===== config.mk =====
export PLATFORM = sky130hd
export DESIGN_NAME = phy_ctrl_regbank
export DESIGN_NICKNAME = d
export VERILOG_FILES = /design/src/rtl/phy_reg_pkg.sv /design/src/rtl/phy_reg_alias_dec.sv /design/src/rtl/phy_reg_cell.sv /design/src/rtl/phy_ctrl_outmap.sv /design/src/rtl/phy_ctrl_regbank.sv
export SDC_FILE = /design/constraint.sdc
export NUM_CORES = 1
export LEC_CHECK = 0
export ABC_AREA = 1
export BUFFER_PORTS_ARGS = -buffer_cell sky130_fd_sc_hd__buf_2
export CAP_MARGIN = 20
export CORE_MARGIN = 2
export CORE_UTILIZATION = 45
export CTS_CLUSTER_SIZE = 24
export DETAILED_ROUTE_END_ITERATION = 10
export GPL_ROUTABILITY_DRIVEN = 0
export PLACE_DENSITY = 0.8
export SLEW_MARGIN = 20
export SYNTH_ARGS = -nofsm -noshare
export SYNTH_HDL_FRONTEND = slang
export SYNTH_SLANG_ARGS = --single-unit
export TNS_END_PERCENT = 100

===== constraint.sdc =====
create_clock -name clk_i -period 1.4 [get_ports clk_i]
set_input_delay 0.14 -clock clk_i [delete_from_list [all_inputs] [get_ports clk_i]]
set_output_delay 0.14 -clock clk_i [all_outputs]
set_load 0.03 [all_outputs]

===== src/rtl/phy_reg_pkg.sv =====
package phy_reg_pkg;

    localparam int ADDR_W = 6;
    localparam int DATA_W = 8;

    typedef enum logic [1:0] {
        OP_NONE = 2'd0,
        OP_LOAD = 2'd1,
        OP_SET  = 2'd2,
        OP_CLR  = 2'd3
    } reg_op_e;

    // Each register takes three consecutive addresses: load, set, clear.
    localparam logic [ADDR_W-1:0] IFC_BASE = 6'h07;
    localparam logic [ADDR_W-1:0] OTG_BASE = 6'h0A;

    // Interface register bit positions
    localparam int IFC_PROT_OFF  = 7;
    localparam int IFC_IND_PASS  = 6;
    localparam int IFC_IND_INV   = 5;
    localparam int IFC_CLK_KEEP  = 3;
    localparam int IFC_SER_MODE  = 1;

    // OTG register bit positions
    localparam int OTG_EXT_IND   = 7;
    localparam int OTG_DRV_EXT   = 6;
    localparam int OTG_DRV       = 5;
    localparam int OTG_CHRG      = 4;
    localparam int OTG_DISCHRG   = 3;
    localparam int OTG_DM_PD     = 2;
    localparam int OTG_DP_PD     = 1;
    localparam int OTG_ID_PU     = 0;

    localparam logic [DATA_W-1:0] IFC_RST   = 8'h00;
    localparam logic [DATA_W-1:0] IFC_WMASK = DATA_W'((1 << IFC_PROT_OFF) | (1 << IFC_IND_PASS)
                                              | (1 << IFC_IND_INV) | (1 << IFC_CLK_KEEP)
                                              | (1 << IFC_SER_MODE));
    localparam logic [DATA_W-1:0] IFC_HWCLR = DATA_W'(1 << IFC_SER_MODE);

    localparam logic [DATA_W-1:0] OTG_RST   = DATA_W'((1 << OTG_DM_PD) | (1 << OTG_DP_PD));
    localparam logic [DATA_W-1:0] OTG_WMASK = '1;
    localparam logic [DATA_W-1:0] OTG_HWCLR = '0;

    typedef struct packed {
        logic [DATA_W-1:0] val;
    } reg_state_t;

endpackage


===== src/rtl/phy_reg_alias_dec.sv =====
module phy_reg_alias_dec
    import phy_reg_pkg::*;
#(
    parameter logic [ADDR_W-1:0] BASE = 6'h00
) (
    input  logic [ADDR_W-1:0] addr_i,
    input  logic              wr_i,
    output reg_op_e           op_o,
    output logic              hit_o
);

    localparam int ALIASES = 3;

    logic [ADDR_W-1:0] offset;

    always_comb begin
        offset = addr_i - BASE;
        hit_o  = (addr_i >= BASE) && (offset < ADDR_W'(ALIASES));
        op_o   = OP_NONE;
        if (wr_i && hit_o) begin
            case (offset[1:0])
                2'd0:    op_o = OP_LOAD;
                2'd1:    op_o = OP_SET;
                2'd2:    op_o = OP_CLR;
                default: op_o = OP_NONE;
            endcase
        end
    end

endmodule


===== src/rtl/phy_reg_cell.sv =====
module phy_reg_cell
    import phy_reg_pkg::*;
#(
    parameter logic [DATA_W-1:0] RST_VAL = '0,
    parameter logic [DATA_W-1:0] WMASK   = '1,
    parameter logic [DATA_W-1:0] HWCLR   = '0
) (
    input  logic              clk_i,
    input  logic              rst_ni,
    input  reg_op_e           op_i,
    input  logic [DATA_W-1:0] wdata_i,
    input  logic              hw_clr_i,
    output logic [DATA_W-1:0] q_o
);

    reg_state_t        st_d, st_q;
    logic [DATA_W-1:0] masked;

    always_comb begin
        st_d   = st_q;
        masked = wdata_i & WMASK;
        case (op_i)
            OP_LOAD: st_d.val = (st_q.val & ~WMASK) | masked;
            OP_SET:  st_d.val = st_q.val | masked;
            OP_CLR:  st_d.val = st_q.val & ~masked;
            default: st_d.val = st_q.val;
        endcase
        // A hardware clear beats any bus operation on the same bit.
        if (hw_clr_i) begin
            st_d.val = st_d.val & ~HWCLR;
        end
    end

    always_ff @(posedge clk_i or negedge rst_ni) begin
        if (!rst_ni) begin
            st_q.val <= RST_VAL;
        end else begin
            st_q <= st_d;
        end
    end

    assign q_o = st_q.val;

endmodule


===== src/rtl/phy_ctrl_outmap.sv =====
module phy_ctrl_outmap
    import phy_reg_pkg::*;
(
    input  logic [DATA_W-1:0] ifc_i,
    input  logic [DATA_W-1:0] otg_i,
    input  logic              fault_i,
    input  logic              suspend_n_i,
    output logic              fault_o,
    output logic              protect_en_o,
    output logic              ind_passthru_o,
    output logic              serial_mode_o,
    output logic              clk_power_o,
    output logic              use_ext_ind_o,
    output logic              drv_ext_vbus_o,
    output logic              drv_vbus_o,
    output logic              chrg_vbus_o,
    output logic              dischrg_vbus_o,
    output logic              dm_pulldown_o,
    output logic              dp_pulldown_o,
    output logic              id_pullup_o
);

    always_comb begin
        fault_o        = fault_i ^ ifc_i[IFC_IND_INV];
        protect_en_o   = ~ifc_i[IFC_PROT_OFF];
        ind_passthru_o = ifc_i[IFC_IND_PASS];
        serial_mode_o  = ifc_i[IFC_SER_MODE];
        // The keep-clock bit counts only in serial mode with SUSPENDM high.
        clk_power_o    = ~ifc_i[IFC_SER_MODE] | (suspend_n_i & ifc_i[IFC_CLK_KEEP]);
        use_ext_ind_o  = otg_i[OTG_EXT_IND];
        drv_ext_vbus_o = otg_i[OTG_DRV_EXT];
        drv_vbus_o     = otg_i[OTG_DRV];
        chrg_vbus_o    = otg_i[OTG_CHRG];
        dischrg_vbus_o = otg_i[OTG_DISCHRG];
        dm_pulldown_o  = otg_i[OTG_DM_PD];
        dp_pulldown_o  = otg_i[OTG_DP_PD];
        id_pullup_o    = otg_i[OTG_ID_PU];
    end

endmodule


===== src/rtl/phy_ctrl_regbank.sv =====
module phy_ctrl_regbank
    import phy_reg_pkg::*;
(
    input  logic              clk_i,
    input  logic              rst_ni,
    input  logic [ADDR_W-1:0] acc_addr_i,
    input  logic              acc_wr_i,
    input  logic [DATA_W-1:0] acc_wdata_i,
    output logic [DATA_W-1:0] acc_rdata_o,
    input  logic              serial_exit_i,
    input  logic              suspend_n_i,
    input  logic              fault_i,
    output logic              fault_o,
    output logic              protect_en_o,
    output logic              ind_passthru_o,
    output logic              serial_mode_o,
    output logic              clk_power_o,
    output logic              use_ext_ind_o,
    output logic              drv_ext_vbus_o,
    output logic              drv_vbus_o,
    output logic              chrg_vbus_o,
    output logic              dischrg_vbus_o,
    output logic              dm_pulldown_o,
    output logic              dp_pulldown_o,
    output logic              id_pullup_o
);

    localparam int NUM_REGS = 2;
    localparam int IFC_IDX  = 0;
    localparam int OTG_IDX  = 1;

    localparam logic [ADDR_W-1:0] BASES   [NUM_REGS] = '{IFC_BASE, OTG_BASE};
    localparam logic [DATA_W-1:0] RSTS    [NUM_REGS] = '{IFC_RST, OTG_RST};
    localparam logic [DATA_W-1:0] WMASKS  [NUM_REGS] = '{IFC_WMASK, OTG_WMASK};
    localparam logic [DATA_W-1:0] HWCLRS  [NUM_REGS] = '{IFC_HWCLR, OTG_HWCLR};

    reg_op_e           reg_op  [NUM_REGS];
    logic              reg_hit [NUM_REGS];
    logic [DATA_W-1:0] reg_q   [NUM_REGS];
    logic              hw_clr  [NUM_REGS];
    logic [DATA_W-1:0] ifc_q, otg_q;

    assign hw_clr[IFC_IDX] = serial_exit_i;
    assign hw_clr[OTG_IDX] = 1'b0;

    for (genvar g = 0; g < NUM_REGS; g++) begin : g_reg
        phy_reg_alias_dec #(
            .BASE (BASES[g])
        ) dec_i (
            .addr_i (acc_addr_i),
            .wr_i   (acc_wr_i),
            .op_o   (reg_op[g]),
            .hit_o  (reg_hit[g])
        );

        phy_reg_cell #(
            .RST_VAL (RSTS[g]),
            .WMASK   (WMASKS[g]),
            .HWCLR   (HWCLRS[g])
        ) cell_i (
            .clk_i    (clk_i),
            .rst_ni   (rst_ni),
            .op_i     (reg_op[g]),
            .wdata_i  (acc_wdata_i),
            .hw_clr_i (hw_clr[g]),
            .q_o      (reg_q[g])
        );
    end

    assign ifc_q = reg_q[IFC_IDX];
    assign otg_q = reg_q[OTG_IDX];

    always_comb begin
        acc_rdata_o = '0;
        for (int i = 0; i < NUM_REGS; i++) begin
            if (reg_hit[i]) begin
                acc_rdata_o = reg_q[i];
            end
        end
    end

    phy_ctrl_outmap outmap_i (
        .ifc_i          (ifc_q),
        .otg_i          (otg_q),
        .fault_i        (fault_i),
        .suspend_n_i    (suspend_n_i),
        .fault_o        (fault_o),
        .protect_en_o   (protect_en_o),
        .ind_passthru_o (ind_passthru_o),
        .serial_mode_o  (serial_mode_o),
        .clk_power_o    (clk_power_o),
        .use_ext_ind_o  (use_ext_ind_o),
        .drv_ext_vbus_o (drv_ext_vbus_o),
        .drv_vbus_o     (drv_vbus_o),
        .chrg_vbus_o    (chrg_vbus_o),
        .dischrg_vbus_o (dischrg_vbus_o),
        .dm_pulldown_o  (dm_pulldown_o),
        .dp_pulldown_o  (dp_pulldown_o),
        .id_pullup_o    (id_pullup_o)
    );

endmodule


==> results.py, run 1 <==
metrics = {
    "outcome": {
        "status": "complete, but fails checks",
        "violated_checks": "setup timing",
    },
    "run": {
        "max_cap_violations": 0,
    },
    "sta": {
        "timing.hold.ws_ns": 0.0557,
        "fin_crit_ns": 1.63,
        "worst_clock_skew_ns": 0,
        "timing.final.hold_violations": 0,
        "post-route-period-util_pct": 116,
        "fmax_ghz": 0.614,
        "worst_pin_slew_ns": 0.388,
        "tns_ns": -2.84,
        "rsz0062_at_grt": "true",
        "layout_setup_ws_ns": -0.228,
        "setup_viol": 19,
        "final_max_slew_viol_count": 0,
        "slew_headroom_pct": 74.1,
    },
    "clocking": {
        "cts_tree": "built",
        "clk-insertion-delay-late_ns": 0.30,
        "cts-root-to-sink-buffers": 2,
        "clock_tree.root_cell": "sky130_fd_sc_hd__clkbuf_4",
        "numClockSinks": 16,
        "ctsHtreeMaxLevel": 1,
        "clk_transition_reported_paths_ns": 0.10,
        "cts_made_buffers": 3,
    },
    "logic_synthesis": {
        "synthDistinctLibCells": 28,
        "yosys_register_bits": 16,
        "synth_top_cells_by_area": "sky130_fd_sc_hd__dfrtp_1 28%, sky130_fd_sc_hd__nand2_1 15%, sky130_fd_sc_hd__ha_1 12%, sky130_fd_sc_hd__nand3_1 8.9%, sky130_fd_sc_hd__inv_1 4.6%",
        "synth_nets": 194,
        "synth_top_area_cell": "sky130_fd_sc_hd__dfrtp_1",
        "synth.yosys.seq_area_share_pct": 32.6,
        "synth_top_area_share_pct": 28.4,
        "netlist_area_um2": 1230,
        "avgSynthCellArea_um2": 7.62,
        "yosys_warnings": 0,
        "post_synth_inst_count": 162,
    },
    "global_routing": {
        "grt_use_total_pct": 28.0,
        "largest_net_degree_at_the_start_of_global_routing": 17,
        "global_route.peak_usage_layer": "met2",
        "wire_length_of_the_first_global_routing_pass_mm": 6.87,
        "antenna_found_initial": 0,
        "gr-usage-met3_pct": 3.00,
        "gr_util_met1_pct": 30.9,
        "globalRouteOverflowTotal": 0,
        "first_global_vias": 1467,
        "grt.met2_usage_pct": 52.8,
    },
    "placed_design": {
        "place_inst": 246,
        "hpwl_after_dpl_mm": 2.65,
        "port-buffer-count": 40,
        "post_place_cell_area_um2": 1670,
    },
    "routing": {
        "vias_per_cell": 5.75,
        "avgRoutedWirePerCell_um": 17.5,
        "ant_nets": 0,
        "drc_errors": 0,
        "drt_iter0_markers": 81,
        "route.final.wire_length_mm": 4.71,
        "drt_pre_antenna_iters": 4,
        "vias": 1547,
    },
    "setup_path": {
        "crit_slowest_cell": "sky130_fd_sc_hd__nor3_4",
        "end_kind": "flop",
        "timing_worst_setup_path_type": "in2reg",
        "path_buf_inv": 4,
        "path_cells": "buf_12, ha_4, nand3_2, o21ai_2, o21ai_2, nor3_4, nand2_2, nor2_4, buf_4, ha_4, inv_2, nor2_4, inv_2, o211ai_1, a21oi_1",
        "critPathMaxFanout": 5,
        "arrival_time_at_the_worst_endpoint_ns": 1.82,
        "worst_path_dominant_cell_family": "simple AND/OR/NAND/NOR gates",
        "reg2reg_slack_ns": 0.62,
        "timing.critical_path.required_ns": 1.59,
        "crit_path_max_incr_delay_ns": 0.21,
        "setup.worst_path.start_class": "input port",
    },
    "die": {
        "die_w_um": 56.4,
        "fp.coreArea_um2": 2540,
        "die_height_um": 56.4,
        "initial_utilization_pct": 48.5,
        "floorplan.rows": 18,
        "floorplan.io_pins": 41,
        "dieArea_um2": 3180,
    },
    "finish": {
        "final_net_count": 272,
        "area_growth_syn_to_layout_pct": 80.0,
        "diodes": 0,
        "fillerInstances": 115,
        "largest_register_ffs": 16,
        "finalNonFillerCells": 269,
        "drive_gt1_share_pct": 62.8,
        "final_cell_area_um2": 2220,
    },
    "power_and_ir_drop": {
        "p_sw_share_pct": 44.0,
        "leak_pwr_nw": 1.03,
        "power.clock.fraction_pct": 17.2,
        "comb_power_share_pct": 45.4,
        "ir_drop_mv": 0.706,
        "internal_power_mw": 1.07,
        "netSwitchingPower_mw": 0.840,
        "proportion_of_power_drawn_by_flip_flops_and_latches_pct": 37.3,
        "power.total_mw": 1.91,
        "power_density_nw_per_um2": 858,
    },
    "hold_path": {
        "path_class_of_the_lowest_slack_min_delay_path": "in2reg",
    },
}
## what timing repair did
| item | CTS | global route |
|---|---|---|
| gates resized for setup | 74 | 22 |
| endpoints found under the setup margin | 24 | 24 |
| gates cloned | 0 | 1 |
| endpoints found under the hold margin | 15 | 0 |
| hold buffers | 2 | 0 |
| buffers inserted | 6 | 10 |
| pin swaps | 21 | 10 |
## worst reg2reg max path, delay by kind of cell, from the launching register on
| kind | cells | cell delay, ns |
|---|---|---|
| flip-flops | 1 | 0.56 |
| AND/OR/NAND/NOR | 2 | 0.16 |
## power by group through the flow
stage               sequential (mW)  clock, mW  combinational [mW]
floorplan                     0.856          0               0.296
global placement              0.692          0               0.695
detailed placement            0.699          0               0.714
CTS                           0.703      0.331               0.797
global route                  0.725      0.348               0.917
finish                        0.712      0.329               0.867
## worst paths after layout
| check | startpoint | endpoint | depth (start not counted) |
|---|---|---|---|
| worst max-delay path | acc_addr_i[1] | g_reg[0].cell_i.q_o[1] | 15 |
| worst min-delay path | acc_wdata_i[2] | g_reg[1].cell_i.q_o[2] | 3 |
| worst max register to register | g_reg[1].cell_i.q_o[1] | g_reg[1].cell_i.q_o[1] | 2 |
| worst min register to register | g_reg[1].cell_i.q_o[2] | g_reg[1].cell_i.q_o[2] | 2 |
| max in group asynchronous | rst_ni | g_reg[1].cell_i.q_o[1] | 2 |
| min in group asynchronous | rst_ni | g_reg[0].cell_i.q_o[4] | 2 |
## stage by stage
stage                     utilization [%]  worst slack [ns]
after floorplan                         -            -0.416
after global placement               65.5            -0.537
after detailed placement             65.5            -0.687
after CTS                            80.6            -0.214
after global routing                 87.4            -0.348
final                                87.4            -0.228
## Yosys cell counts
cell type and n:
sky130_fd_sc_hd__a21boi_0 1, sky130_fd_sc_hd__a21oi_1 5, sky130_fd_sc_hd__buf_12 1, sky130_fd_sc_hd__buf_2 1, sky130_fd_sc_hd__buf_6 2, sky130_fd_sc_hd__dfrtp_1 14, sky130_fd_sc_hd__dfstp_2 2, sky130_fd_sc_hd__ha_1 12
sky130_fd_sc_hd__inv_1 15, sky130_fd_sc_hd__inv_2 1, sky130_fd_sc_hd__nand2_1 48, sky130_fd_sc_hd__nand2_2 1, sky130_fd_sc_hd__nand3_1 22, sky130_fd_sc_hd__nand3_4 1, sky130_fd_sc_hd__nand4_1 3, sky130_fd_sc_hd__nor2_1 13
sky130_fd_sc_hd__nor2_2 1, sky130_fd_sc_hd__nor2_4 1, sky130_fd_sc_hd__nor3_4 1, sky130_fd_sc_hd__nor3b_1 1, sky130_fd_sc_hd__o2111ai_1 6, sky130_fd_sc_hd__o211ai_1 1, sky130_fd_sc_hd__o21ai_0 3, sky130_fd_sc_hd__o21ai_1 1
sky130_fd_sc_hd__o22ai_1 1, sky130_fd_sc_hd__or2_2 1, sky130_fd_sc_hd__xnor2_1 1, sky130_fd_sc_hd__xor2_1 2
## area by class of cell
type	instances	area [µm²]	area share [%]
Tap cell	30	37.5	1.69
Clock buffer	4	36.3	1.63
Timing Repair Buffer	77	603	27.1
Multi-Input combinational cell	126	1060	47.5
Sequential cell	16	403	18.1
Inverter	16	87.6	3.94
## cells by family (layout without fill, tap and decap cells)
kind of cell    after synthesis  in the layout  synth area share (%)
compound gates               18             18                  9.62
xor+xnor                      3              3                  2.13
fa+ha+maj                    12             12                  12.2
buf+inv                      20             97                  8.71
flops                        16             16                  32.6
simple gates                 93             93                  34.8
## layer usage
layer | vias to the layer above | wire length, µm
li1 | 702 | -
met1 | 736 | 1660
met2 | 86 | 2550
met3 | 23 | 247
met4 | 0 | 248
met5 | - | 0
## placed cells by master (no fill, tap or decap), types with 4 or more instances in the layout
master / Yosys / final
sky130_fd_sc_hd__nand3_1: 22 / 8
sky130_fd_sc_hd__a21oi_1: 5 / 4
sky130_fd_sc_hd__nand2_1: 48 / 30
sky130_fd_sc_hd__nand3_2: 0 / 12
sky130_fd_sc_hd__buf_6: 2 / 18
sky130_fd_sc_hd__buf_4: 0 / 26
sky130_fd_sc_hd__inv_2: 1 / 5
sky130_fd_sc_hd__dfrtp_1: 14 / 14
sky130_fd_sc_hd__nor2_1: 13 / 7
sky130_fd_sc_hd__nand2_2: 1 / 17
sky130_fd_sc_hd__o2111ai_1: 6 / 6
sky130_fd_sc_hd__buf_2: 1 / 29
sky130_fd_sc_hd__inv_1: 15 / 6
sky130_fd_sc_hd__nor2_4: 1 / 6
sky130_fd_sc_hd__ha_4: 0 / 9
(Power assumes the default switching activity.)
==> inputs of run 2 (changes only) <==
ABC_AREA = default   (was 1)
==> results.py, run 2 <==
metrics = {
    "setup_path": {
        "end_kind": "primary output",
        "reg2regPathDepth": 2,
        "timing.critical_path.required_ns": 1.26,
        "timing_worst_setup_path_type": "in2out",
        "crit_path_max_incr_delay_ns": 0.40,
        "worstReg2RegEnd": "g_reg[0].cell_i.q_o[1]",
        "path_cells": "buf_12, inv_12, buf_8, ha_4, or3b_4, nor2_4, a2111oi_4, buf_6, a22o_4, buf_6",
        "setup.worst_path.start_class": "input port",
        "critPathMaxFanout": 8,
        "reg2reg_slack_ns": 0.43,
        "path_common_cell": "sky130_fd_sc_hd__buf_6",
        "crit_slowest_cell": "sky130_fd_sc_hd__or3b_4",
        "arrival_time_at_the_worst_endpoint_ns": 1.68,
        "worst_r2r_startpoint": "g_reg[0].cell_i.q_o[1]",
    },
    "logic_synthesis": {
        "post-synth-top-count-cell": "sky130_fd_sc_hd__dfrtp_1",
        "yosys_register_bits": 16,
        "synth_top_cells_by_area": "sky130_fd_sc_hd__dfrtp_1 28%, sky130_fd_sc_hd__ha_1 12%, sky130_fd_sc_hd__xor2_1 6.4%, sky130_fd_sc_hd__a21oi_2 5.7%, sky130_fd_sc_hd__a22o_1 5.7%",
        "synth-edff-count": 0,
        "netlist_area_um2": 1240,
        "synth_top_cells_by_count": "14 x sky130_fd_sc_hd__dfrtp_1, 12 x sky130_fd_sc_hd__ha_1, 10 x sky130_fd_sc_hd__a21oi_1",
        "synthDistinctLibCells": 34,
        "avgSynthCellArea_um2": 10.2,
        "synth_top_area_share_pct": 28.3,
        "post_synth_inst_count": 121,
        "yosys_warnings": 0,
        "synth.yosys.seq_area_share_pct": 32.6,
        "synth_top_area_cell": "sky130_fd_sc_hd__dfrtp_1",
        "synth_nets": 153,
        "async_reset_ff_share_pct": 100,
        "predominant_post_synthesis_flop_cell": "sky130_fd_sc_hd__dfrtp_1",
    },
    "hold_path": {
        "worstHoldStart": "acc_wdata_i[6]",
        "hold-path-endpoint": "g_reg[0].cell_i.q_o[6]",
        "min_path_cells": 2,
        "path_class_of_the_lowest_slack_min_delay_path": "in2reg",
    },
    "routing": {
        "drc_errors": 0,
        "route.final.wire_length_mm": 4.30,
        "vias_per_cell": 5.76,
        "avgRoutedWirePerCell_um": 19.1,
        "ant_nets": 0,
        "drt_pre_antenna_iters": 4,
        "drt_iter0_markers": 59,
        "vias": 1295,
    },
    "global_routing": {
        "wire_length_of_the_first_global_routing_pass_mm": 5.82,
        "globalRouteOverflowTotal": 0,
        "largest_net_degree_at_the_start_of_global_routing": 17,
        "antenna_found_initial": 0,
        "grt_use_total_pct": 23.5,
        "first_global_vias": 1300,
    },
    "power_and_ir_drop": {
        "comb_power_share_pct": 50.8,
        "power.clock.fraction_pct": 12.1,
        "internal_power_mw": 1.11,
        "netSwitchingPower_mw": 0.875,
        "leak_pwr_nw": 1.03,
        "ir_drop_mv": 0.848,
        "power_density_nw_per_um2": 843,
        "proportion_of_power_drawn_by_flip_flops_and_latches_pct": 37.2,
        "p_sw_share_pct": 44.0,
    },
    "clocking": {
        "clk_transition_reported_paths_ns": 0.08,
        "clock_tree.root_cell": "sky130_fd_sc_hd__clkbuf_4",
        "ctsHtreeMaxLevel": 1,
        "numClockSinks": 16,
        "clk-insertion-delay-late_ns": 0.29,
        "cts_tree": "built",
        "cts_made_buffers": 3,
        "cts-root-to-sink-buffers": 2,
    },
    "sta": {
        "setup_viol": 24,
        "fmax_ghz": 0.549,
        "timing.final.hold_violations": 0,
        "fin_crit_ns": 1.82,
        "tns_ns": -7.97,
        "slew_headroom_pct": 76.1,
        "post-route-period-util_pct": 130,
        "worst_clock_skew_ns": 0,
        "timing.hold.ws_ns": 0.129,
        "layout_setup_ws_ns": -0.423,
        "worst_pin_slew_ns": 0.359,
        "final_max_slew_viol_count": 0,
        "rsz0062_at_grt": "true",
    },
    "placed_design": {
        "port-buffer-count": 40,
        "hpwl_after_dpl_mm": 2.56,
        "dp_slack_ns": -0.822,
        "post_place_cell_area_um2": 1880,
    },
    "finish": {
        "final_cell_area_um2": 2360,
        "diodes": 0,
        "final_cell_mix": "29 x sky130_fd_sc_hd__buf_2, 23 x sky130_fd_sc_hd__buf_6, 17 x sky130_fd_sc_hd__buf_4",
        "largest_register_ffs": 16,
        "area_growth_syn_to_layout_pct": 90.8,
        "mostFrequentLayoutCell": "sky130_fd_sc_hd__buf_2",
        "drive_gt1_share_pct": 74.7,
        "final_net_count": 228,
    },
    "die": {
        "die_w_um": 56.4,
        "floorplan.io_pins": 41,
        "initial_utilization_pct": 46.0,
        "fp.coreArea_um2": 2690,
        "die_height_um": 56.4,
        "dieArea_um2": 3180,
        "floorplan.rows": 19,
    },
    "outcome": {
        "violated_checks": "setup timing",
        "status": "complete, but fails checks",
    },
    "run": {
        "max_cap_violations": 0,
    },
}
==> run 2: final cells by class <==
cell class,instances,area [µm²]
inverters,6,62.6
clock buffers,3,22.5
flip-flops and latches,16,403
repair buffers,75,627
fillers,124,328
multi-input cells,94,1200
well taps,31,38.8
==> run 2: power by group through the flow <==
stage | registers [mW] | logic [mW] | clock network [mW]
after floorplan | 0.842 | 0.399 | 0
after global placement | 0.694 | 0.797 | 0
after detailed placement | 0.701 | 0.815 | 0
after CTS | 0.710 | 0.907 | 0.243
after global routing | 0.751 | 1.06 | 0.267
final | 0.739 | 1.01 | 0.240
==> run 2: repair_timing <==
item                                    in CTS  in global routing
hold buffers                                 1                  1
gates resized for setup                     53                 32
cloned                                       0                  0
pin swaps                                   23                 25
endpoints found under the setup margin      24                 24
endpoints found under the hold margin       14                  1
setup buffers                                5                  3
==> run 2: cell families after synthesis <==
logic type,Yosys count,share of synthesized area [%]
AOI/OAI and AO/OA,43,28.5
and+or+nand+nor,23,10.1
DFF,16,32.6
xor gates and xnor gates,15,11.2
adders and majority gates,12,12.1
buffers and inverters,11,4.55
muxes,1,0.810
==> run 2: metal layers <==
layer,part of all wire (%),track usage [%],up-vias
met5,0,0,-
met4,4.1,13.3,0
met3,3.5,1.61,16
met2,58,46.4,49
met1,34,23.9,640
li1,-,-,590
==> run 2: worst max-delay path: cells and delay by family <==
kind,cells,cell delay (ns)
adders and majority gates,1,0.14
buffers and inverters,5,0.53
and+or+nand+nor,2,0.54
AOI/OAI and AO/OA,2,0.32
==> run 2: how the worst max path moves through the flow <==
stage | startpoint | cells past startpoint | to
after floorplan | acc_addr_i[0] | 9 | g_reg[0].cell_i.q_o[6]
final | acc_addr_i[1] | 10 | acc_rdata_o[1]
after CTS | acc_addr_i[1] | 11 | g_reg[0].cell_i.q_o[6]
after global placement | acc_addr_i[1] | 8 | acc_rdata_o[7]
after global routing | acc_addr_i[1] | 10 | g_reg[0].cell_i.q_o[6]
after detailed placement | acc_addr_i[1] | 8 | acc_rdata_o[6]
==> run 2: per-stage QoR <==
step,total power [mW],utilization (%),std cells
3_5_place_dp,1.52,70.1,213
2_1_floorplan,1.24,-,121
4_1_cts,1.86,81.1,221
6_report,1.99,87.8,225
5_1_grt,2.08,87.8,225
3_3_place_gp,1.49,70.1,213
